===== src/rtl/cart_bank_pkg.sv =====
package cart_bank_pkg;

  typedef struct packed {
    logic loadBank;   // qualified host write this cycle
    logic romSelect;  // either window strobe active
    logic highHalf;   // low-ROM strobe inactive
  } bankStrobes_t;

  function automatic int romAddrBits(input int romKb);
    return $clog2(romKb * 1024);
  endfunction

endpackage


===== src/rtl/bank_select_ctrl.sv =====
module bank_select_ctrl
  import cart_bank_pkg::*;
(
  input  logic         ioSelN,
  input  logic         phi2,
  input  logic         rwN,
  input  logic         romLowN,
  input  logic         romHighN,
  output bankStrobes_t strb
);

  always_comb begin
    strb.loadBank  = ~ioSelN & phi2 & ~rwN;
    strb.romSelect = ~(romLowN & romHighN);
    strb.highHalf  = romLowN;
  end

endmodule


===== src/rtl/bank_addr_path.sv =====
module bank_addr_path
  import cart_bank_pkg::*;
#(
  parameter int BANK_W     = 4,
  parameter int WINDOW_A13 = 0,
  parameter int ROM_AW     = 17
) (
  input  logic              clk,
  input  logic              rstN,
  input  bankStrobes_t      strb,
  input  logic [7:0]        dataIn,
  input  logic [12:0]       hostAddrLo,
  output logic [ROM_AW-1:0] romAddr,
  output logic              romEnN
);

  logic [BANK_W-1:0] bankReg;

  always_ff @(posedge clk) begin
    if (!rstN)              bankReg <= '0;
    else if (strb.loadBank) bankReg <= dataIn[BANK_W-1:0];
  end

  generate
    if (WINDOW_A13 != 0) begin : g_pairWindow
      assign romAddr = {bankReg, strb.highHalf, hostAddrLo};
    end else begin : g_plainWindow
      assign romAddr = {bankReg, hostAddrLo};
    end
  endgenerate

  assign romEnN = ~strb.romSelect;

  // register moves only after a qualified write
  p_hold_r3: assert property (@(posedge clk) disable iff (!rstN)
    !strb.loadBank |=> $stable(bankReg));

  // a qualified write captures the low data bits
  p_load_r2: assert property (@(posedge clk) disable iff (!rstN)
    strb.loadBank |=> bankReg == $past(dataIn[BANK_W-1:0]));

  // high data bits never leak into the bank
  p_upper_ignored_r5: assert property (@(posedge clk) disable iff (!rstN)
    (strb.loadBank && dataIn[7]) |=> bankReg == $past(dataIn[BANK_W-1:0]));

  // bank is zero right after reset
  p_reset_zero_r1: assert property (@(posedge clk) disable iff (!rstN)
    $rose(rstN) |-> bankReg == '0);

endmodule


===== src/rtl/cart_bank_latch.sv =====
module cart_bank_latch
  import cart_bank_pkg::*;
#(
  parameter int ROM_KB     = 128,
  parameter int WINDOW_A13 = 0,
  parameter int ROM_AW     = romAddrBits(ROM_KB)
) (
  input  logic              clk,
  input  logic              rstN,
  input  logic [7:0]        hostData,
  input  logic [12:0]       hostAddrLo,
  input  logic              ioSelN,
  input  logic              phi2,
  input  logic              rwN,
  input  logic              romLowN,
  input  logic              romHighN,
  output logic [ROM_AW-1:0] romAddr,
  output logic              romEnN
);

  localparam int BANK_W = ROM_AW - 13 - WINDOW_A13;

  bankStrobes_t strb;

  bank_select_ctrl u_ctrl (
    .ioSelN   (ioSelN),
    .phi2     (phi2),
    .rwN      (rwN),
    .romLowN  (romLowN),
    .romHighN (romHighN),
    .strb     (strb)
  );

  bank_addr_path #(
    .BANK_W     (BANK_W),
    .WINDOW_A13 (WINDOW_A13),
    .ROM_AW     (ROM_AW)
  ) u_path (
    .clk        (clk),
    .rstN       (rstN),
    .strb       (strb),
    .dataIn     (hostData),
    .hostAddrLo (hostAddrLo),
    .romAddr    (romAddr),
    .romEnN     (romEnN)
  );

  // a read cycle never alters the bank lines
  p_read_keeps_bank_r4: assert property (@(posedge clk) disable iff (!rstN)
    rwN |=> $stable(romAddr[ROM_AW-1:ROM_AW-BANK_W]));

  // no Phi2 means no bank change
  p_phi2_low_keeps_r3: assert property (@(posedge clk) disable iff (!rstN)
    !phi2 |=> $stable(romAddr[ROM_AW-1:ROM_AW-BANK_W]));

  // low address passes through
  p_addr_pass_r6: assert property (@(posedge clk) disable iff (!rstN)
    romAddr[12:0] == hostAddrLo);

  // ROM enabled only inside a window
  p_enable_window_r7: assert property (@(posedge clk) disable iff (!rstN)
    (romLowN && romHighN) |-> romEnN);

endmodule


===== config.mk =====
export PLATFORM = sky130hd
export DESIGN_NAME = cart_bank_latch
export DESIGN_NICKNAME = d
export VERILOG_FILES = /design/src/rtl/cart_bank_pkg.sv /design/src/rtl/bank_select_ctrl.sv /design/src/rtl/bank_addr_path.sv /design/src/rtl/cart_bank_latch.sv
export SDC_FILE = /design/constraint.sdc
export NUM_CORES = 1
export LEC_CHECK = 0
export BUFFER_PORTS_ARGS = -buffer_cell sky130_fd_sc_hd__buf_2
export CORE_AREA = 8 8 45 47
export CTS_CLUSTER_DIAMETER = 120
export DETAILED_ROUTE_END_ITERATION = 8
export DIE_AREA = 0 0 53 55
export PLACE_DENSITY_LB_ADDON = 0.1
export SYNTH_ARGS = -nofsm -noshare
export SYNTH_HDL_FRONTEND = slang
export SYNTH_SLANG_ARGS = --single-unit

===== constraint.sdc =====
create_clock -name clk -period 0.9 [get_ports clk]
set_clock_uncertainty 0.2 [all_clocks]
set_input_delay 0.09 -clock clk [delete_from_list [all_inputs] [get_ports clk]]
set_output_delay 0.09 -clock clk [all_outputs]
set_load 0.005 [all_outputs]

==> reports/results.tsv, run 1 <==
metric	value	unit
outcome	finished, violations left	
failing checks	hold timing, setup timing	
switching share of power	0.220	
Worst Path Buf+Inv	1	
RSZ-0062 raised after global routing	yes	
drt total wl	694	µm
crit-path leading delay family	flip-flops	
CTS tree	yes	
routed via count	205	
vias in the first global route	218	
detailed-route DRC error count	0	
syn nets	60	
clock-pin slew on the worst setup and hold paths	0.04	ns
Die Wd	53	µm
post-synthesis cell count	32	
initial antenna violation count	0	
Netlist cell types	7	
XOR/XNOR Fraction of Synth Area	0	
Synth Area in Adders	0	
Hold Crit Class	input pin to flip-flop	
CP Cell Sequence	buf_2	
critical setup path kind	flip-flop to output port	
logic gate share of total power	0.129	
CP required	0.61	ns
Setup WS post-layout	-0.0509	ns
worst skew pair latency	0.23	ns
post-synthesis mux area share	0.144	
Largest Register	u_path.bankReg	
hold slack final	-0.104	ns
drt pass-1 iters	4	
Pleak	0.148	nW
CTS buffer count	3	
hold_sp	hostData[0]	
Power, Total	0.000478	W
worst-margin pin slew	0.322	ns
synthesized area per cell	8.68	µm²
post-route setup TNS	-0.188	ns
Final Instance Count excl. Fillers	52	
internal power	0.000373	W
#FFs+latches synth	4	
Synth Cell Area	278	µm²
routed vias/inst	3.94	
CTS root buffer	clkbuf_4	
total track usage	0.0547	
fin util	0.229	
# IOs	46	
CP arrival	0.66	ns
layout cells sized above 1	0.639	
Critical Path Max Stage Delay	0.31	ns
sequential area share after synthesis	0.288	
Top Registers	u_path.bankReg: 4 flops	
DRT iter0 DRCs	5	
area delta synth->final	14.0	%
Ant. Diodes	0	
maximum VDD drop	0.324	mV
main combinational cell family by area after synthesis	buffers and inverters	
Period minus WS final	0.951	ns
Starting Density	0.201	
Synth Area in Simple Gates	0.198	
clock network fraction of design power	0.474	
Worst setup EP type	output port	
Setup WS pre-CTS	-0.139	ns
Crit Path Max Fanout	2	
clock buffer depth	2	
row count	14	
Final period util	1.06	
largest net degree at the start of global routing	9	
Synthesis Warnings	0	
GPL Wtd Cong	0.724	
PD cells	1510	nW/µm²
Die H	55	µm
relative slew slack	0.785	
post-route ant nets	0	
Psw	0.000105	W
Sinks on Clock Net	4	
DP Cell Count	49	
H-Tree Depth	1	
sequential power share	0.396	
first-pass GRT wire length	1050	µm
Slew Viols, Final	0	
grt total ovfl	0	
R2R Path Start	u_path.bankReg[2]	
startpoint types	flip-flop	
# setup viols final	4	
die area	2920	µm²
max FFs per register	4	
per-cell routed wire length	13.3	µm
Nets	66	
Hold Violations, Final	17	
Port Buffers	15	
CP max stage cell	dfxtp_2	
beginning of the critical path	u_path.bankReg[1]	
total core area	1380	µm²
Synth Area in Compound Gates	0	
post-DP HPWL	569	µm
f_max	1.05	GHz
Max Cap Viol	0	
## cells in the mapped netlist, drive strengths merged
| master | number | area, µm² |
|---|---|---|
| buf | 14 | 103 |
| nand2 | 8 | 30.0 |
| dfxtp | 4 | 80.1 |
| mux2i | 4 | 40.0 |
| and2 | 1 | 6.26 |
| nor3b | 1 | 18.8 |
## repair_timing
| item | CTS | global route |
|---|---|---|
| pin swaps | 0 | 0 |
| hold endpoints to repair | 17 | 17 |
| setup buffers | 0 | 0 |
| gates resized for setup | 5 | 2 |
| setup endpoints to repair | 4 | 4 |
## stage by stage
step	hold WS (ns)	area (µm²)
global placement	-0.0200	270
CTS	-0.114	304
floorplan	0.0321	278
global route	-0.106	317
detailed placement	-0.0200	270
finish	-0.104	317
## worst paths after layout
check	slack, ns	cells after the start	to
worst max register to register	0.14	2	u_path.bankReg[2]
worst min-delay path	-0.10	3	u_path.bankReg[0]
worst max-delay path	-0.05	1	romAddr[14]
worst min register to register	0.25	2	u_path.bankReg[1]
## power by group through the flow
stage,combinational (W),sequential (W),clock (W)
after detailed placement,0.0000580,0.000190,0
final,0.0000619,0.000189,0.000227
after global placement,0.0000573,0.000190,0
after CTS,0.0000600,0.000189,0.000244
after floorplan,0.0000710,0.000191,0
after global routing,0.0000687,0.000190,0.000254
## worst reg2reg max path, delay by kind of cell (launching register included)
family	cells	cell delay (ns)
flops	1	0.33
mux	1	0.11
simple gates	1	0.04
## routing by layer
layer | share of wire | track usage | vias to the layer above
li1 | - | - | 96
met1 | 0.37 | 0.0441 | 84
met2 | 0.35 | 0.0547 | 25
met3 | 0.28 | 0.0829 | 0
met4 | 0 | 0.0517 | 0
met5 | 0 | 0 | -
## placed cells by master (no fill, tap or decap)
cell type  instances
buf_2             12
nand2_1            8
mux2i_1            4
dfxtp_2            4
clkbuf_4           3
buf_6              3
nor3b_4            1
and2_1             1
## area by class of cell
type / count / area, µm²
Clock buffer: 3 / 22.5
Fill cell: 160 / 1070
Multi-Input combinational cell: 14 / 95.1
Sequential cell: 4 / 85.1
Tap cell: 16 / 20.0
Timing Repair Buffer: 15 / 93.8
## logic make-up after synthesis
group	after synthesis
simple gates	10
mux	4
buf+inv	14
flops	4
Note: power is estimated with default switching activity, not from simulation.
==> inputs of run 2 (changes only) <==
==> constraint.sdc (replaced) <==
create_clock -name clk -period 0.9 [get_ports clk]
set_clock_uncertainty 0.2 [all_clocks]
set_input_delay 0.09 -clock clk [delete_from_list [all_inputs] [get_ports clk]]
set_output_delay 0.09 -clock clk [all_outputs]
set_load 0.1 [all_outputs]
==> reports/results.tsv, run 2 (synthesis gave the netlist of run 1 again) <==
metric	value	unit
clock network fraction of design power	0.394	
Crit Path Max Fanout	2	
drt pass-1 iters	2	
Sinks on Clock Net	4	
# IOs	46	
Slew Viols, Final	0	
Worst setup EP type	output port	
critical setup path kind	flip-flop to output port	
# setup viols final	4	
CTS tree	yes	
switching share of power	0.292	
worst-margin pin slew	0.290	ns
Starting Density	0.201	
layout cells sized above 1	0.667	
Worst Path Buf+Inv	1	
startpoint types	flip-flop	
post-route ant nets	0	
CTS buffer count	3	
Setup WS pre-CTS	-0.143	ns
CP max stage cell	dfxtp_4	
per-cell routed wire length	14.9	µm
Power, Total	0.000545	W
vias in the first global route	241	
Ant. Diodes	0	
total track usage	0.0601	
CP arrival	0.75	ns
# Post-CTS Setup Buffers	0	
DRT iter0 DRCs	1	
internal power	0.000386	W
clock buffer depth	2	
clock-pin slew on the worst setup and hold paths	0.04	ns
crit-path leading delay family	flip-flops	
Max Cap Viol	0	
maximum VDD drop	0.476	mV
routed vias/inst	3.98	
row count	14	
CP required	0.61	ns
first-pass GRT wire length	1170	µm
commonest cells after routing, fill and taps aside	buf_2 (10), nand2_1 (8), buf_12 (5)	
post-DP HPWL	733	µm
Setup WS post-layout	-0.139	ns
Period minus WS final	1.04	ns
f_max	0.963	GHz
Die Wd	53	µm
Top Registers	u_path.bankReg: 4 flops	
worst skew pair latency	0.23	ns
H-Tree Depth	1	
failing checks	hold timing, setup timing	
PD cells	1420	nW/µm²
CP Cell Sequence	buf_12	
Psw	0.000159	W
sequential power share	0.337	
max FFs per register	4	
relative slew slack	0.806	
Layout Cell Area excl Fill	384	µm²
initial antenna violation count	0	
fin util	0.278	
fill cell count	152	
DP Area	362	µm²
total core area	1380	µm²
CTS root buffer	clkbuf_4	
RSZ-0062 raised after global routing	yes	
Largest Register	u_path.bankReg	
detailed-route DRC error count	0	
grt total ovfl	0	
drt total wl	774	µm
outcome	finished, violations left	
commonest non-fill, non-tap cell in the layout	buf_2	
Critical Path Max Stage Delay	0.35	ns
logic gate share of total power	0.268	
die area	2920	µm²
Hold Violations, Final	17	
hold slack final	-0.0949	ns
routed via count	207	
Pleak	0.164	nW
largest net degree at the start of global routing	9	
reg-to-reg slack, setup	0.09	ns
Die H	55	µm
Nets	66	
Final period util	1.15	
Hold Crit Class	input pin to flip-flop	
Port Buffers	15	
area delta synth->final	38.3	%
Resize count post-CTS	0	
GPL Wtd Cong	0.646	
## run 2: cell type report
| cell class | instances | area (µm²) | area share |
|---|---|---|---|
| Clock buffer | 3 | 22.5 | 0.0586 |
| Timing Repair Buffer | 15 | 150 | 0.391 |
| Tap cell | 16 | 20.0 | 0.0521 |
| Multi-Input combinational cell | 14 | 96.3 | 0.251 |
| Sequential cell | 4 | 95.1 | 0.248 |
## run 2: per-stage QoR
step | TNS, ns | instances
floorplan | -0.286 | 32
global placement | -0.460 | 49
detailed placement | -0.514 | 49
CTS | -0.596 | 52
global route | -0.663 | 52
finish | -0.541 | 52
## run 2: per-layer routing
| metal | vias to the layer above | wire [µm] | track usage |
|---|---|---|---|
| met5 | - | 0 | 0 |
| met4 | 0 | 16 | 0.0905 |
| met2 | 21 | 466 | 0.102 |
| met1 | 84 | 152 | 0.0319 |
| met3 | 6 | 138 | 0.0428 |
| li1 | 96 | - | - |
## run 2: worst reg2reg max path, cell delays in order, from the launching register on
cell,delay (ns)
dfxtp_4,0.35
nand2_1,0.05
mux2i_1,0.13
## run 2: power groups by stage
stage               registers [W]  logic (W)  clock network [W]
detailed placement       0.000187   0.000148                  0
CTS                      0.000184   0.000148           0.000230
global placement         0.000187   0.000148                  0
global route             0.000185   0.000153           0.000249
finish                   0.000184   0.000146           0.000215
floorplan                0.000228   0.000314                  0
## run 2: path summary, 6_finish.rpt
path / startpoint / endpoint / cells after the start
setup / recovery: u_path.bankReg[1] / romAddr[14] / 1
hold / removal: hostData[3] / u_path.bankReg[3] / 3
setup reg to reg: u_path.bankReg[0] / u_path.bankReg[0] / 2
hold reg to reg: u_path.bankReg[3] / u_path.bankReg[3] / 2
==> inputs of run 3 (changes only) <==
Settings changed: ABC_AREA set to 1.
==> reports/results.tsv, run 3 <==
metric	value	unit
detailed-route DRC error count	0	
Hold Crit Class	input pin to flip-flop	
EDFF count, synth	0	
post-DP HPWL	644	µm
# setup viols final	7	
routed vias/inst	3.92	
clock buffer depth	2	
biggest area consumer among synthesized cells	buf_4	
vias in the first global route	263	
Die H	55	µm
Largest Register	u_path.bankReg	
die area	2920	µm²
Power, Total	0.000615	W
per-cell routed wire length	11.5	µm
most frequent cell after synthesis	buf_4	
first-pass GRT wire length	1090	µm
critical setup path kind	flip-flop to output port	
Final period util	1.16	
layout cells sized above 1	0.660	
Psw	0.000201	W
hold slack final	-0.122	ns
Main synth FF type	dfxtp_1	
largest net degree at the start of global routing	9	
Nets	80	
CP max stage cell	dfxtp_4	
routed via count	259	
PD cells	1430	nW/µm²
most frequent cells after synthesis	buf_4 (13), nand2_1 (9), nor2_1 (8)	
#FFs+latches synth	4	
logic gate share of total power	0.332	
Pleak	0.220	nW
worst skew pair latency	0.23	ns
Setup WS pre-CTS	0.0553	ns
outcome	finished, violations left	
Critical Path Max Stage Delay	0.35	ns
DRT iter0 DRCs	2	
max FFs per register	4	
# IOs	46	
Multi-input gate area	81.3	µm²
clock network fraction of design power	0.354	
Synth Cell Area	285	µm²
grt total ovfl	0	
Slew Viols, Final	0	
worst-margin pin slew	0.118	ns
syn nets	70	
CTS tree	yes	
internal power	0.000414	W
post-synthesis cell count	42	
Synthesis Warnings	0	
switching share of power	0.327	
post-route ant nets	0	
RSZ-0062 raised after global routing	yes	
row count	14	
Die Wd	53	µm
relative slew slack	0.921	
H-Tree Depth	1	
Worst Path Buf+Inv	1	
sequential area share after synthesis	0.281	
CP required	0.61	ns
initial antenna violation count	0	
drt total wl	757	µm
top cells by area, synth	buf_4 (34%), dfxtp_1 (28%), nand2_1 (12%), nor2_1 (11%), inv_1 (6.6%)	
total core area	1380	µm²
total track usage	0.0546	
maximum VDD drop	0.551	mV
Worst setup EP type	output port	
Hold Violations, Final	17	
Sinks on Clock Net	4	
Synth top area share	0.342	
drt pass-1 iters	4	
area delta synth->final	50.4	%
GPL Wtd Cong	0.605	
Setup WS post-layout	-0.142	ns
synthesized area per cell	6.79	µm²
Crit Path Max Fanout	2	
crit-path leading delay family	flip-flops	
Reg area	95.1	µm²
clock-pin slew on the worst setup and hold paths	0.04	ns
Port Buffers	15	
CP Cell Sequence	buf_12	
commonest non-fill, non-tap cell in the layout	buf_2	
Starting Density	0.206	
failing checks	hold timing, setup timing	
async set or reset register ratio after synthesis	0	
fill cell count	157	
Top Registers	u_path.bankReg: 4 flops	
commonest cells after routing, fill and taps aside	buf_2 (10), nand2_1 (9), nor2_1 (8)	
f_max	0.960	GHz
sequential power share	0.315	
startpoint types	flip-flop	
CTS buffer count	3	
Netlist cell types	7	
Max Cap Viol	0	
CP arrival	0.75	ns
Period minus WS final	1.04	ns
Ant. Diodes	0	
CTS root buffer	clkbuf_4	
[run 3: cell count changes after synthesis]
cell | previous run | this run
nor3b_4 | 1 | 0
inv_2 | 0 | 2
mux2i_1 | 4 | 0
nor2_1 | 0 | 8
nand3_4 | 0 | 1
buf_2 | 1 | 0
and2_1 | 1 | 0
inv_1 | 0 | 5
nand2_1 | 8 | 9
[run 3: area by class of cell]
| type | count | area share |
|---|---|---|
| repair buffers | 18 | 0.420 |
| flip-flops and latches | 4 | 0.222 |
| clock buffers | 3 | 0.0525 |
| well taps | 16 | 0.0466 |
| multi-input cells | 18 | 0.190 |
| inverters | 7 | 0.0700 |
[run 3: power by group through the flow]
stage / Combinational, W / Sequential, W / Clock, W
4_1_cts: 0.000206 / 0.000193 / 0.000232
5_1_grt: 0.000215 / 0.000195 / 0.000245
6_report: 0.000204 / 0.000193 / 0.000217
2_1_floorplan: 0.000320 / 0.000259 / 0
3_5_place_dp: 0.000192 / 0.000197 / 0
3_3_place_gp: 0.000191 / 0.000196 / 0
[run 3: kinds of logic (layout without fill, tap and decap cells)]
group,after synthesis,in the layout,synth area share
simple gates,18,18,0.285
flops,4,4,0.281
buf+inv,20,28,0.434
[run 3: repair_timing]
item                                    4_1_cts  5_1_grt
setup buffers                                 3        0
endpoints found under the setup margin        4        7
pin swaps                                     0        0
resized for setup                             2        0
hold endpoints to repair                     17       17
[run 3: path summary, 6_finish.rpt]
check                          from  slack (ns)                end  cells after the start
setup / recovery  u_path.bankReg[0]       -0.14        romAddr[13]                      1
hold / removal          hostData[0]       -0.12  u_path.bankReg[0]                      3
setup reg to reg  u_path.bankReg[2]       -0.04  u_path.bankReg[2]                      5
hold reg to reg   u_path.bankReg[0]        0.34  u_path.bankReg[0]                      4
[run 3: metal layers]
layer,GRT usage,vias to the layer above,wire (µm)
li1,-,126,-
met1,0.0333,100,210
met2,0.0840,25,378
met3,0.0481,8,140
met4,0.0733,0,27
met5,0,-,0
[run 3: per-stage QoR]
step / TNS, ns / std cells / util / area [µm²]
3_3_place_gp: 0 / 60 / 0.272 / 377
4_1_cts: -0.677 / 66 / 0.310 / 429
3_5_place_dp: 0 / 60 / 0.272 / 377
2_1_floorplan: -0.311 / 42 / - / 304
6_report: -0.620 / 66 / 0.310 / 429
5_1_grt: -0.858 / 66 / 0.310 / 429
